File: src/rtl/sc_sniff_pkg.sv
package sc_sniff_pkg;

    localparam int DATA_BITS = 8;
    localparam int ETU_BASE  = 372;
    localparam int ETU_FAST  = 64;
    localparam int CNT_W     = $clog2(ETU_BASE + ETU_BASE / 2 + 1);
    localparam int IDX_W     = $clog2(DATA_BITS);

    typedef enum logic [2:0] {
        ETU_372 = 3'd0,
        ETU_64  = 3'd1,
        ETU_32  = 3'd2,
        ETU_16  = 3'd3,
        ETU_8   = 3'd4
    } etu_mode_e;

    typedef enum logic [2:0] {
        ST_IDLE,
        ST_START,
        ST_DATA,
        ST_PARITY,
        ST_GUARD,
        ST_RECOVER
    } rx_state_e;

    function automatic logic [CNT_W-1:0] etu_clocks(etu_mode_e m);
        logic [CNT_W-1:0] r;
        unique case (m)
            ETU_372: r = CNT_W'(ETU_BASE);
            ETU_64:  r = CNT_W'(ETU_FAST);
            ETU_32:  r = CNT_W'(ETU_FAST >> 1);
            ETU_16:  r = CNT_W'(ETU_FAST >> 2);
            default: r = CNT_W'(ETU_FAST >> 3);
        endcase
        return r;
    endfunction

endpackage

File: src/rtl/sc_sync.sv
module sc_sync #(
    parameter int WIDTH  = 3,
    parameter int STAGES = 2
) (
    input  logic             clk,
    input  logic             rst_n,
    input  logic [WIDTH-1:0] d_i,
    output logic [WIDTH-1:0] q_o
);
    logic [WIDTH-1:0] chain [STAGES+1];

    assign chain[0] = d_i;

    for (genvar g = 0; g < STAGES; g++) begin : g_stage
        always_ff @(posedge clk or negedge rst_n) begin
            if (!rst_n) chain[g+1] <= '0;
            else        chain[g+1] <= chain[g];
        end
    end

    assign q_o = chain[STAGES];
endmodule

File: src/rtl/sc_etu_mode.sv
module sc_etu_mode
    import sc_sniff_pkg::*;
(
    input  logic      clk,
    input  logic      rst_n,
    input  logic      card_rst_s,
    input  logic      rx_idle,
    input  logic      set_i,
    input  logic [2:0] sel_i,
    output etu_mode_e mode_o
);
    etu_mode_e mode_q, pend_q;
    logic      pend_v_q;
    logic      legal;

    assign legal  = (sel_i <= 3'(ETU_8));
    assign mode_o = mode_q;

    always_ff @(posedge clk or negedge rst_n) begin
        if (!rst_n) begin
            mode_q   <= ETU_372;
            pend_q   <= ETU_372;
            pend_v_q <= 1'b0;
        end else if (!card_rst_s) begin
            mode_q   <= ETU_372;
            pend_v_q <= 1'b0;
        end else begin
            if (rx_idle && pend_v_q) begin
                mode_q   <= pend_q;
                pend_v_q <= 1'b0;
            end
            if (set_i && legal) begin
                pend_q   <= etu_mode_e'(sel_i);
                pend_v_q <= 1'b1;
            end
        end
    end

    // the mode register only ever holds a defined code
    p_mode_legal_r6: assert property (@(posedge clk) disable iff (!rst_n)
        mode_q <= ETU_8);

    // leaving card reset always finds the base mode
    p_base_on_release_r9: assert property (@(posedge clk) disable iff (!rst_n)
        $rose(card_rst_s) |-> mode_q == ETU_372);
endmodule

File: src/rtl/sc_sniff_rx.sv
module sc_sniff_rx
    import sc_sniff_pkg::*;
#(
    parameter int SYNC_STAGES = 2
) (
    input  logic                 clk,
    input  logic                 rst_n,
    input  logic                 card_rst_i,
    input  logic                 card_clk_i,
    input  logic                 card_io_i,
    input  logic                 mode_set_i,
    input  logic [2:0]           mode_sel_i,
    output logic                 char_valid_o,
    output logic [DATA_BITS-1:0] char_data_o,
    output logic                 char_par_ok_o,
    output logic                 char_errsig_o,
    output logic [2:0]           char_mode_o
);
    logic [2:0] sync_q;
    logic       rst_s, clk_s, io_s;

    sc_sync #(.WIDTH(3), .STAGES(SYNC_STAGES)) u_sync (
        .clk   (clk),
        .rst_n (rst_n),
        .d_i   ({card_rst_i, card_clk_i, card_io_i}),
        .q_o   (sync_q)
    );
    assign {rst_s, clk_s, io_s} = sync_q;

    rx_state_e            state_q, state_d;
    logic [CNT_W-1:0]     cnt_q, cnt_d;
    logic [IDX_W-1:0]     idx_q, idx_d;
    logic [DATA_BITS-1:0] shift_q, shift_d;
    logic                 par_q, par_d;
    logic                 io_prev_q, clk_prev_q;
    logic                 fall, clk_rise, timing, tick, emit;
    logic [CNT_W-1:0]     etu, half;
    etu_mode_e            mode_q;

    assign fall     = io_prev_q & ~io_s;
    assign clk_rise = clk_s & ~clk_prev_q;
    assign timing   = (state_q != ST_IDLE) && (state_q != ST_RECOVER);
    assign tick     = timing && clk_rise && (cnt_q == CNT_W'(1));
    assign etu      = etu_clocks(mode_q);
    assign half     = etu >> 1;

    sc_etu_mode u_mode (
        .clk        (clk),
        .rst_n      (rst_n),
        .card_rst_s (rst_s),
        .rx_idle    ((state_q == ST_IDLE) && !fall),
        .set_i      (mode_set_i),
        .sel_i      (mode_sel_i),
        .mode_o     (mode_q)
    );

    always_comb begin
        state_d = state_q;
        cnt_d   = cnt_q;
        idx_d   = idx_q;
        shift_d = shift_q;
        par_d   = par_q;
        emit    = 1'b0;
        if (timing && clk_rise) cnt_d = cnt_q - CNT_W'(1);
        unique case (state_q)
            ST_IDLE: begin
                cnt_d = '0;
                if (fall) begin
                    state_d = ST_START;
                    cnt_d   = half;
                end
            end
            ST_START: if (tick) begin
                if (io_s) begin
                    state_d = ST_IDLE;
                end else begin
                    state_d = ST_DATA;
                    cnt_d   = etu;
                    idx_d   = '0;
                end
            end
            ST_DATA: if (tick) begin
                shift_d = {io_s, shift_q[DATA_BITS-1:1]};
                cnt_d   = etu;
                if (idx_q == IDX_W'(DATA_BITS - 1)) state_d = ST_PARITY;
                else                                idx_d   = idx_q + IDX_W'(1);
            end
            ST_PARITY: if (tick) begin
                par_d   = io_s;
                cnt_d   = etu + half;
                state_d = ST_GUARD;
            end
            ST_GUARD: if (tick) begin
                emit    = rst_s;
                state_d = io_s ? ST_IDLE : ST_RECOVER;
            end
            ST_RECOVER: if (io_s) state_d = ST_IDLE;
            default: state_d = ST_IDLE;
        endcase
        if (!rst_s) begin
            state_d = ST_IDLE;
            cnt_d   = '0;
        end
    end

    always_ff @(posedge clk or negedge rst_n) begin
        if (!rst_n) begin
            state_q    <= ST_IDLE;
            cnt_q      <= '0;
            idx_q      <= '0;
            shift_q    <= '0;
            par_q      <= 1'b0;
            io_prev_q  <= 1'b0;
            clk_prev_q <= 1'b0;
        end else begin
            state_q    <= state_d;
            cnt_q      <= cnt_d;
            idx_q      <= idx_d;
            shift_q    <= shift_d;
            par_q      <= par_d;
            io_prev_q  <= io_s;
            clk_prev_q <= clk_s;
        end
    end

    always_ff @(posedge clk or negedge rst_n) begin
        if (!rst_n) begin
            char_valid_o  <= 1'b0;
            char_data_o   <= '0;
            char_par_ok_o <= 1'b0;
            char_errsig_o <= 1'b0;
            char_mode_o   <= '0;
        end else begin
            char_valid_o <= emit;
            if (emit) begin
                char_data_o   <= shift_q;
                char_par_ok_o <= ~(^{shift_q, par_q});
                char_errsig_o <= ~io_s;
                char_mode_o   <= 3'(mode_q);
            end
        end
    end

    // a strobe never lasts beyond one cycle
    p_single_strobe_r10: assert property (@(posedge clk) disable iff (!rst_n)
        char_valid_o |=> !char_valid_o);

    // card reset keeps the receiver idle and silent
    p_quiet_in_reset_r9: assert property (@(posedge clk) disable iff (!rst_n)
        !rst_s |=> (state_q == ST_IDLE) && !char_valid_o);

    // the mode cannot move under a character in flight
    p_mode_frozen_r8: assert property (@(posedge clk) disable iff (!rst_n)
        (state_q != ST_IDLE && rst_s) |=> $stable(mode_q));

    // the etu counter stays within the longest interval of the active mode
    p_cnt_bound_r6: assert property (@(posedge clk) disable iff (!rst_n)
        cnt_q <= etu + half);
endmodule

File: config.mk
export PLATFORM = sky130hd
export DESIGN_NAME = sc_sniff_rx
export DESIGN_NICKNAME = d
export VERILOG_FILES = /design/src/rtl/sc_sniff_pkg.sv /design/src/rtl/sc_sync.sv /design/src/rtl/sc_etu_mode.sv /design/src/rtl/sc_sniff_rx.sv
export SDC_FILE = /design/constraint.sdc
export NUM_CORES = 1
export LEC_CHECK = 0
export CAP_MARGIN = 20
export CORE_ASPECT_RATIO = 0.8
export CORE_MARGIN = 5
export CORE_UTILIZATION = 35
export CTS_CLUSTER_DIAMETER = 50
export CTS_CLUSTER_SIZE = 28
export DETAILED_ROUTE_END_ITERATION = 16
export PLACE_DENSITY_LB_ADDON = 0.05
export SYNTH_ARGS = -nofsm -noshare
export SYNTH_HDL_FRONTEND = slang
export SYNTH_SLANG_ARGS = --single-unit
File: constraint.sdc
create_clock -name clk -period 2.4 [get_ports clk]
set_clock_uncertainty 0.1 [all_clocks]
set_input_delay 0.6 -clock clk [delete_from_list [all_inputs] [get_ports clk]]
set_output_delay 0.6 -clock clk [all_outputs]
set_load 0.02 [all_outputs]
# ---- Yosys cells after proc, flatten, opt, wreduce, memory -nomap -nowiden
# Cells that the tools add are included.
dict set report op_classes {
  n_addsub 3
  magnitude_cmp 1
  eq_ne 24
  n_mux 32
  bitwise 5
  n_reduce_logical 17
}
# op n
set ops {}
lappend ops {{two-way mux 10 bit} 6}
lappend ops {{two-way mux 3 bit} 15}
lappend ops {{one-hot mux 10 bit (4 select lines)} 1}
lappend ops {{one-hot mux 9 bit (4 select lines)} 1}
lappend ops {{inequality test 3 bit, second input constant} 8}
lappend ops {{one-hot mux 3 bit (6 select lines)} 1}
lappend ops {{equality test 3 x 2 -> 1 bit, second input constant} 4}
lappend ops {{adder 10 x 9 -> 10 bit} 1}
lappend ops {{equality test 10 x 1 -> 1 bit, second input constant} 1}
lappend ops {{subtractor 10 x 1 -> 10 bit, second input constant} 1}
lappend ops {{equality test 3 bit, second input constant} 3}
lappend ops {{two-way mux 9 bit} 1}
lappend ops {{XOR reduction 9 bit} 1}
lappend ops {{inequality test 2 bit, second input constant} 4}
lappend ops {{AND reduction 7 bit} 1}
lappend ops {{equality test 3 x 1 -> 1 bit, second input constant} 2}
lappend ops {{logical AND 1 bit} 6}
lappend ops {{zero test 3 bit} 2}
lappend ops {{one-hot mux 3 bit (2 select lines)} 1}
lappend ops {{AND reduction 2 bit} 3}
lappend ops {{two-way mux 1 bit} 5}
lappend ops {{AND reduction 5 bit} 1}
lappend ops {{adder 3 x 1 -> 3 bit, second input constant} 1}
lappend ops {{less-or-equal comparator 3 bit, second input constant} 1}
lappend ops {{other kinds (8)} 11}
dict set report totals {
  ff_bits 54
  inputBits 9
  output_inout_bits 14
  word_cells 99
}

# ---- Depth between registers and ports, before layout
# Gate-level depths: netlist (run 1).
dict set report depth {
  ltp_word 8
  mapped_depth 9
  mapped_depth_nobuf 8
}

# ---- Hierarchy
# Synthesis (run 1) repeated with hierarchy kept, for this count alone.
dict set report hier_totals {
  hier_cells 281
  hier_area_um2 2974.1
}
# mod instances cells_each area_each_um2 seq_area_each_um2
set by_module_without_submodules {}
lappend by_module_without_submodules {sc_sniff_rx 1 243 2466.1 1026.0}
lappend by_module_without_submodules {sc_etu_mode 1 29 335.3 175.2}
lappend by_module_without_submodules {sc_sync 1 9 172.7 150.1}

# ---- Least setup slack after synthesis (run 1)
# Ideal clock, no wire load.
dict set report synth_path {
  path_type {flip-flop to flip-flop}
  start {register cnt_q[1]}
  end {register char_data_o[1]}
  setup_time_ns 0.125
  arrival_time_ns 2.021
  t_required_ns 2.175
  setup_slack_ns 0.155
  path_stages_with_launch 8
  path_buffers 1
  period_less_slack_ns 2.245
  path_cell_list {dfrtp_1 inv_1 ha_1 nor3b_1 nand3_2 nor3_2 buf_2 mux2_2}
}
dict set report synth_via {
  elab_chain_len 4
}
# element line_no
set synth_rtl {}
lappend synth_rtl {{from (decl)} sc_sniff_rx.sv:31} ;# logic [CNT_W-1:0] cnt_q, cnt_d;
lappend synth_rtl {{from (signal assigned)} sc_sniff_rx.sv:117} ;# cnt_q <= cnt_d;
lappend synth_rtl {{equality test 10 x 1 -> 1 bit} sc_sniff_rx.sv:43} ;# assign tick = timing && clk_rise && (cnt_q == CNT_W'(1));
lappend synth_rtl {{logical AND 1 bit} sc_sniff_rx.sv:43}
lappend synth_rtl {{two-way mux 1 bit} sc_sniff_rx.sv:93} ;# ST_GUARD: if (tick) begin
lappend synth_rtl {{two-way mux 1 bit} sc_sniff_rx.sv:65} ;# unique case (state_q)
lappend synth_rtl {{to (signal assigned)} sc_sniff_rx.sv:136} ;# char_data_o <= shift_q;
lappend synth_rtl {{to (decl)} sc_sniff_rx.sv:14} ;# output logic [DATA_BITS-1:0] char_data_o,
# Every way passes these cells.
# A chain may end at the register's enable or synchronous reset.

# ---- Worst setup path in the final report (run 1)
dict set report layout_path {
  start {register cnt_q[1]}
  end {register cnt_q[2]}
}
dict set report layout_via {
  elab_chain_len 6
  word_cells_on_any_way 10
  classes_between {1 x add/sub; 1 x eq/ne; 7 x mux; 1 x reduce/logical}
}
# element line_no
set layout_rtl {}
lappend layout_rtl {{subtractor 10 x 1 -> 10 bit} sc_sniff_rx.sv:64} ;# if (timing && clk_rise) cnt_d = cnt_q - CNT_W'(1);
lappend layout_rtl {{two-way mux 10 bit} sc_sniff_rx.sv:64}
lappend layout_rtl {{two-way mux 10 bit} sc_sniff_rx.sv:74} ;# if (io_s) begin
lappend layout_rtl {{two-way mux 10 bit} sc_sniff_rx.sv:73} ;# ST_START: if (tick) begin
lappend layout_rtl {{one-hot mux 10 bit (4 select lines) *} sc_sniff_rx.sv:65}
lappend layout_rtl {{two-way mux 10 bit *} sc_sniff_rx.sv:100} ;# if (!rst_s) begin
lappend layout_rtl {{named net cnt_d[2]} sc_sniff_rx.sv:31}
# Mark *: on every way through the listed nets, which the timed path passes. The rest lies on a longest branch.

==> impl_metrics.ini, run 1 <==
[outcome]
status = finished clean

[synth]
synthSimpleGateAreaFrac = 0.148
synth_edf_count = 0
synthMostInstantiatedCell = dfrtp_1
synth_xor_area_frac = 0.0630
synth_area_leaders = dfrtp_1 47%, mux2_2 8.5%, nor2_1 4.1%, ha_1 3.0%, xnor2_1 3.0%
synth.avg_cell_area_sq_um = 10.5
ys_ff_latch = 54
ys.flop_type = dfrtp_1
synth_nets = 292
synth_common_cells = 54 x dfrtp_1, 32 x nor2_1, 22 x mux2_2
netlist_area_sq_um = 2900
synth_fa_ha_area_frac = 0.0302
yosysTopAreaCell = dfrtp_1
yosysWarnings = 0
synthDistinctLibCells = 55
async_flop_share = 1.00
synth-compound-area-share = 0.160
synth_top_area_frac = 0.466
seq_area_frac_synth = 0.466
synth_top_family_by_area = compound AO/OA/AOI/OAI gates
synthCells = 276
muxShareOfSynthArea = 0.0993

[sta]
drv_slew = 0
period_needed_ns = 2.18
max_freq_mhz = 458
layout_setup_ws_ns = 0.215
tightest_slew_ns = 0.575
rsz0062_at_grt = false
setup_viol = 0
tns_ns = 0
slew_headroom = 0.616
fin_crit_sh = 0.910
hold_viol = 0

[detailed_routing]
vias = 2203
drc = 0
detail_route.first_pass.iterations = 4
wirelength_microns = 6970
drt_iter0_drc = 111
wire_per_inst_microns = 16.6
vias_per_cell = 5.23
ant_nets = 0

[cts]
ctsResizeCount = 0
numCtsBuffers = 5
clock-sinks = 54
htreeDepth = 2
cts_setup_buffers = 0
cts.clk_slew.worst_paths_ns = 0.10
clockBufferDepth = 2
cts-root-buf = clkbuf_8
cts_tree = built
cts_hold_buf = 0
clkLatencyLatePin_ns = 0.31

[place]
numPortBuffers = 22
routabilityCongestion = 0.825
pre_cts_ws_ns = 0.157
place_area_sq_um = 3370
dp_hpwl_microns = 5020

[worst_setup_path]
worstSetupEndpointType = flop
critPathLaunchType = flop
required_ns = 2.52
arrival_ns = 2.31
critical_path_class = reg2reg
crit_fanout = 7
rr_worst_depth = 7

[flow_run]
maxCapViolations = 0

[global_routing]
grt_pass1_vias = 2151
track_usage = 0.140
overflow = 0
grt_max_degree = 55
antenna_found_initial = 0
grt_pass1_wl_microns = 11700

[cells_and_area]
final_nets = 328
drive_gt1_frac = 0.201
fillCellCount = 772
design_area_sq_um = 3490
seq_area_sq_um = 1350
diodes = 0
multi_input_area_sq_um = 1460
syn_to_final_growth_pct = 20.4

[die]
rows = 29
num_io_pins = 23
dieArea_sq_um = 10200
fp.dieH_microns = 91.4
coreArea_sq_um = 8020
dieWidth_microns = 112
initial_utilization = 0.361

[pwr]
irDropWorstVdd_v = 0.000252
p_per_area_nw_per_um2 = 534
leakagePower_nw = 1.52

[worst_hold_path]
hold_path.class = in2async
worst paths after layout:
| path | slack, ns | end | startpoint |
|---|---|---|---|
| max | 0.22 | cnt_q[2] | cnt_q[1] |
| min | 0.16 | u_sync.chain[4] | rst_n |
| max reg2reg | 0.22 | cnt_q[2] | cnt_q[1] |
| min reg2reg | 0.26 | u_sync.q_o[1] | u_sync.chain[4] |
| max in group asynchronous | 1.79 | char_data_o[3] | rst_n |
| min in group clk | 0.26 | u_sync.q_o[1] | u_sync.chain[4] |
flip-flops by register name, summed over array words and instances, names as in the netlist, 3 cells and up:
register,count
state_q,3
u_mode.mode_o,3
u_mode.pend_q,3
cnt_q,10
shift_q,8
u_sync.chain,3
char_data_o,8
u_sync.q_o,3
char_mode_o,3
idx_q,3
routing by layer:
| metal | GRT usage | wire, microns | up-vias |
|---|---|---|---|
| met5 | 0 | 0 | - |
| met4 | 0.0243 | 34 | 0 |
| met3 | 0.0252 | 356 | 2 |
| met2 | 0.202 | 2900 | 48 |
| met1 | 0.219 | 3680 | 1077 |
| li1 | - | - | 1076 |
metrics by stage:
step,util,hold slack [ns],total power [mW],cells
2_1_floorplan,-,0.204,1.13,276
3_3_place_gp,0.420,0.237,1.23,413
3_5_place_dp,0.420,0.241,1.23,413
4_1_cts,0.435,0.179,1.88,421
5_1_grt,0.435,0.199,1.93,421
6_report,0.435,0.163,1.86,421
worst max-delay path, stage by stage, from the launching register on:
cell      delay [ns]
dfrtp_1         0.39
inv_1           0.09
ha_1            0.14
nor3b_1         0.27
nand3_2         0.23
or3_1           0.38
a211o_1         0.27
a221oi_2        0.22
where the power goes:
| part | switching [mW] | internal [mW] |
|---|---|---|
| logic | 0.148 | 0.106 |
| registers | 0.0239 | 0.936 |
| clock network | 0.331 | 0.317 |
| total | 0.503 | 1.36 |
final cells by class:
class	count	share of cell area
multi-input combinational	198	0.417
sequential	54	0.387
timing repair buffer	42	0.112
tap	108	0.0387
clock buffer	5	0.0197
clock inverter	3	0.0136
inverter	11	0.0118
logic make-up (layout without fill, tap and decap cells):
family	count (synthesis)	count (layout)
xor gates and xnor gates	20	20
adders and majority gates	7	7
and+or+nand+nor	79	79
buffers and inverters	24	61
AOI/OAI and AO/OA	66	66
DFF	54	54
muxes	26	26
cells in the final DEF, fill, tap and decap left out, types with 10 or more instances in the layout:
| cell type | count |
|---|---|
| dfrtp_1 | 54 |
| nor2_1 | 32 |
| mux2_2 | 22 |
| clkdlybuf4s50_1 | 21 |
| buf_4 | 18 |
| a21oi_1 | 13 |
| o21ai_0 | 13 |
| inv_1 | 10 |
| nand2_1 | 10 |
| xnor2_1 | 10 |
No activity file was read; power rests on OpenSTA's default activity.
==> run 2: changes to the inputs <==
Settings changed: CORE_MARGIN 5 to 2, SKIP_LAST_GASP from default to 1.
==> impl_metrics.ini, run 2 (synthesis results as in run 1) <==
[outcome]
status = finished clean

[sta]
hold_viol = 0
slew_headroom = 0.571
setup_viol = 0
tns_ns = 0
fin_crit_sh = 0.924
max_freq_mhz = 451
period_needed_ns = 2.22
layout_setup_ws_ns = 0.182
rsz0062_at_grt = false
tightest_slew_ns = 0.643
drv_slew = 0

[flow_run]
maxCapViolations = 0

[cells_and_area]
fillCellCount = 794
fin_cells = 420
diodes = 0
top_regs = cnt_q: 10 flops, char_data_o: 8 flops, shift_q: 8 flops
syn_to_final_growth_pct = 20.4
seq_area_sq_um = 1350
largest-register = cnt_q
final_nets = 327
final_cell_mix = 54 x dfrtp_1, 32 x nor2_1, 22 x mux2_2, 21 x clkdlybuf4s50_1, 17 x buf_4
largest_reg_flops = 10
multi_input_area_sq_um = 1460
drive_gt1_frac = 0.202
layout_commonest_cell = dfrtp_1

[cts]
ctsResizeCount = 0
clockBufferDepth = 2
htreeDepth = 2
cts.clk_slew.worst_paths_ns = 0.11
clock-sinks = 54
clkLatencyLatePin_ns = 0.32
cts_setup_buffers = 0
cts_tree = built
cts_hold_buf = 0
cts-root-buf = clkbuf_8
numCtsBuffers = 5

[place]
dp.cells = 412
pre_cts_ws_ns = 0.114
dp_hpwl_microns = 5060
numPortBuffers = 22
routabilityCongestion = 0.844

[detailed_routing]
vias = 2233
detail_route.first_pass.iterations = 4
wl_met2_microns = 2990
route.top_layer_used = met4
ant_nets = 0
vias_per_cell = 5.32
met3_length_microns = 231
m1WireLength_microns = 3750
wire_per_inst_microns = 16.7
drc = 0
drt_iter0_drc = 128
wirelength_microns = 7030

[worst_setup_path]
crit_slowest_cell = nor4b_1
required_ns = 2.56
crit_fanout = 6
cpPeakStageDelay_ns = 0.51
worstSetupEndpointType = flop
arrival_ns = 2.38
critPathLaunchType = flop
crit_chain = nor4b_1 -> o211ai_1 -> or4_1 -> a21oi_1 -> o31a_1
critical_path_class = reg2reg

[die]
fp.dieH_microns = 85.4
coreArea_sq_um = 7980
dieArea_sq_um = 9030
dieWidth_microns = 106
initial_utilization = 0.363
num_io_pins = 23
rows = 29

[pwr]
irDropWorstVdd_v = 0.000251
leakagePower_nw = 1.52
p_per_area_nw_per_um2 = 533

[global_routing]
overflow = 0
track_usage = 0.172
grt_max_degree = 55
grt_pass1_wl_microns = 12000
grt_pass1_vias = 2240
antenna_found_initial = 0

[worst_hold_path]
hold_path.class = in2async
[run 2: changes by cell type in the layout (fill, tap and decap cells not counted), sizes merged]
cell,before,now
buf,21,20
[run 2: report_power, final]
part / leakage [nW] / internal, mW / switching (mW)
Combinational: 0.734 / 0.105 / 0.143
Clock: 0.0587 / 0.317 / 0.332
Sequential: 0.724 / 0.936 / 0.0265
[run 2: through the flow]
step	power [mW]	hold WS (ns)	area (sq um)	util
3_5_place_dp	1.23	0.242	3360	0.421
2_1_floorplan	1.13	0.204	2900	-
6_report	1.86	0.156	3490	0.437
3_3_place_gp	1.23	0.236	3360	0.421
4_1_cts	1.89	0.169	3480	0.436
5_1_grt	1.97	0.178	3490	0.437
[run 2: routing by layer]
metal / GRT usage / vias up
li1: - / 1067
met1: 0.274 / 1126
met2: 0.242 / 35
met3: 0.0253 / 5
met4: 0.0443 / 0
met5: 0 / -
[run 2: worst max-delay path: cells and delay by family (launching register included)]
family,cells,cell delay (ns)
flops,1,0.48
simple gates,2,0.97
compound gates,3,0.61
[run 2: layout make-up]
cell class | instances | area share
tap | 108 | 0.0387
clock inverter | 3 | 0.0136
sequential | 54 | 0.387
clock buffer | 5 | 0.0197
timing repair buffer | 41 | 0.110
inverter | 11 | 0.0118
multi-input combinational | 198 | 0.419
[run 2: path summary, 6_finish.rpt]
kind | start | endpoint | slack [ns] | cells after the start
max | cnt_q[2] | cnt_q[5] | 0.18 | 5
min reg2reg | u_sync.chain[4] | u_sync.q_o[1] | 0.26 | 0
min in group clk | u_sync.chain[4] | u_sync.q_o[1] | 0.26 | 0
min | rst_n | cnt_q[6] | 0.16 | 2
max in group asynchronous | rst_n | char_valid_o | 1.78 | 2
max reg2reg | cnt_q[2] | cnt_q[5] | 0.18 | 5
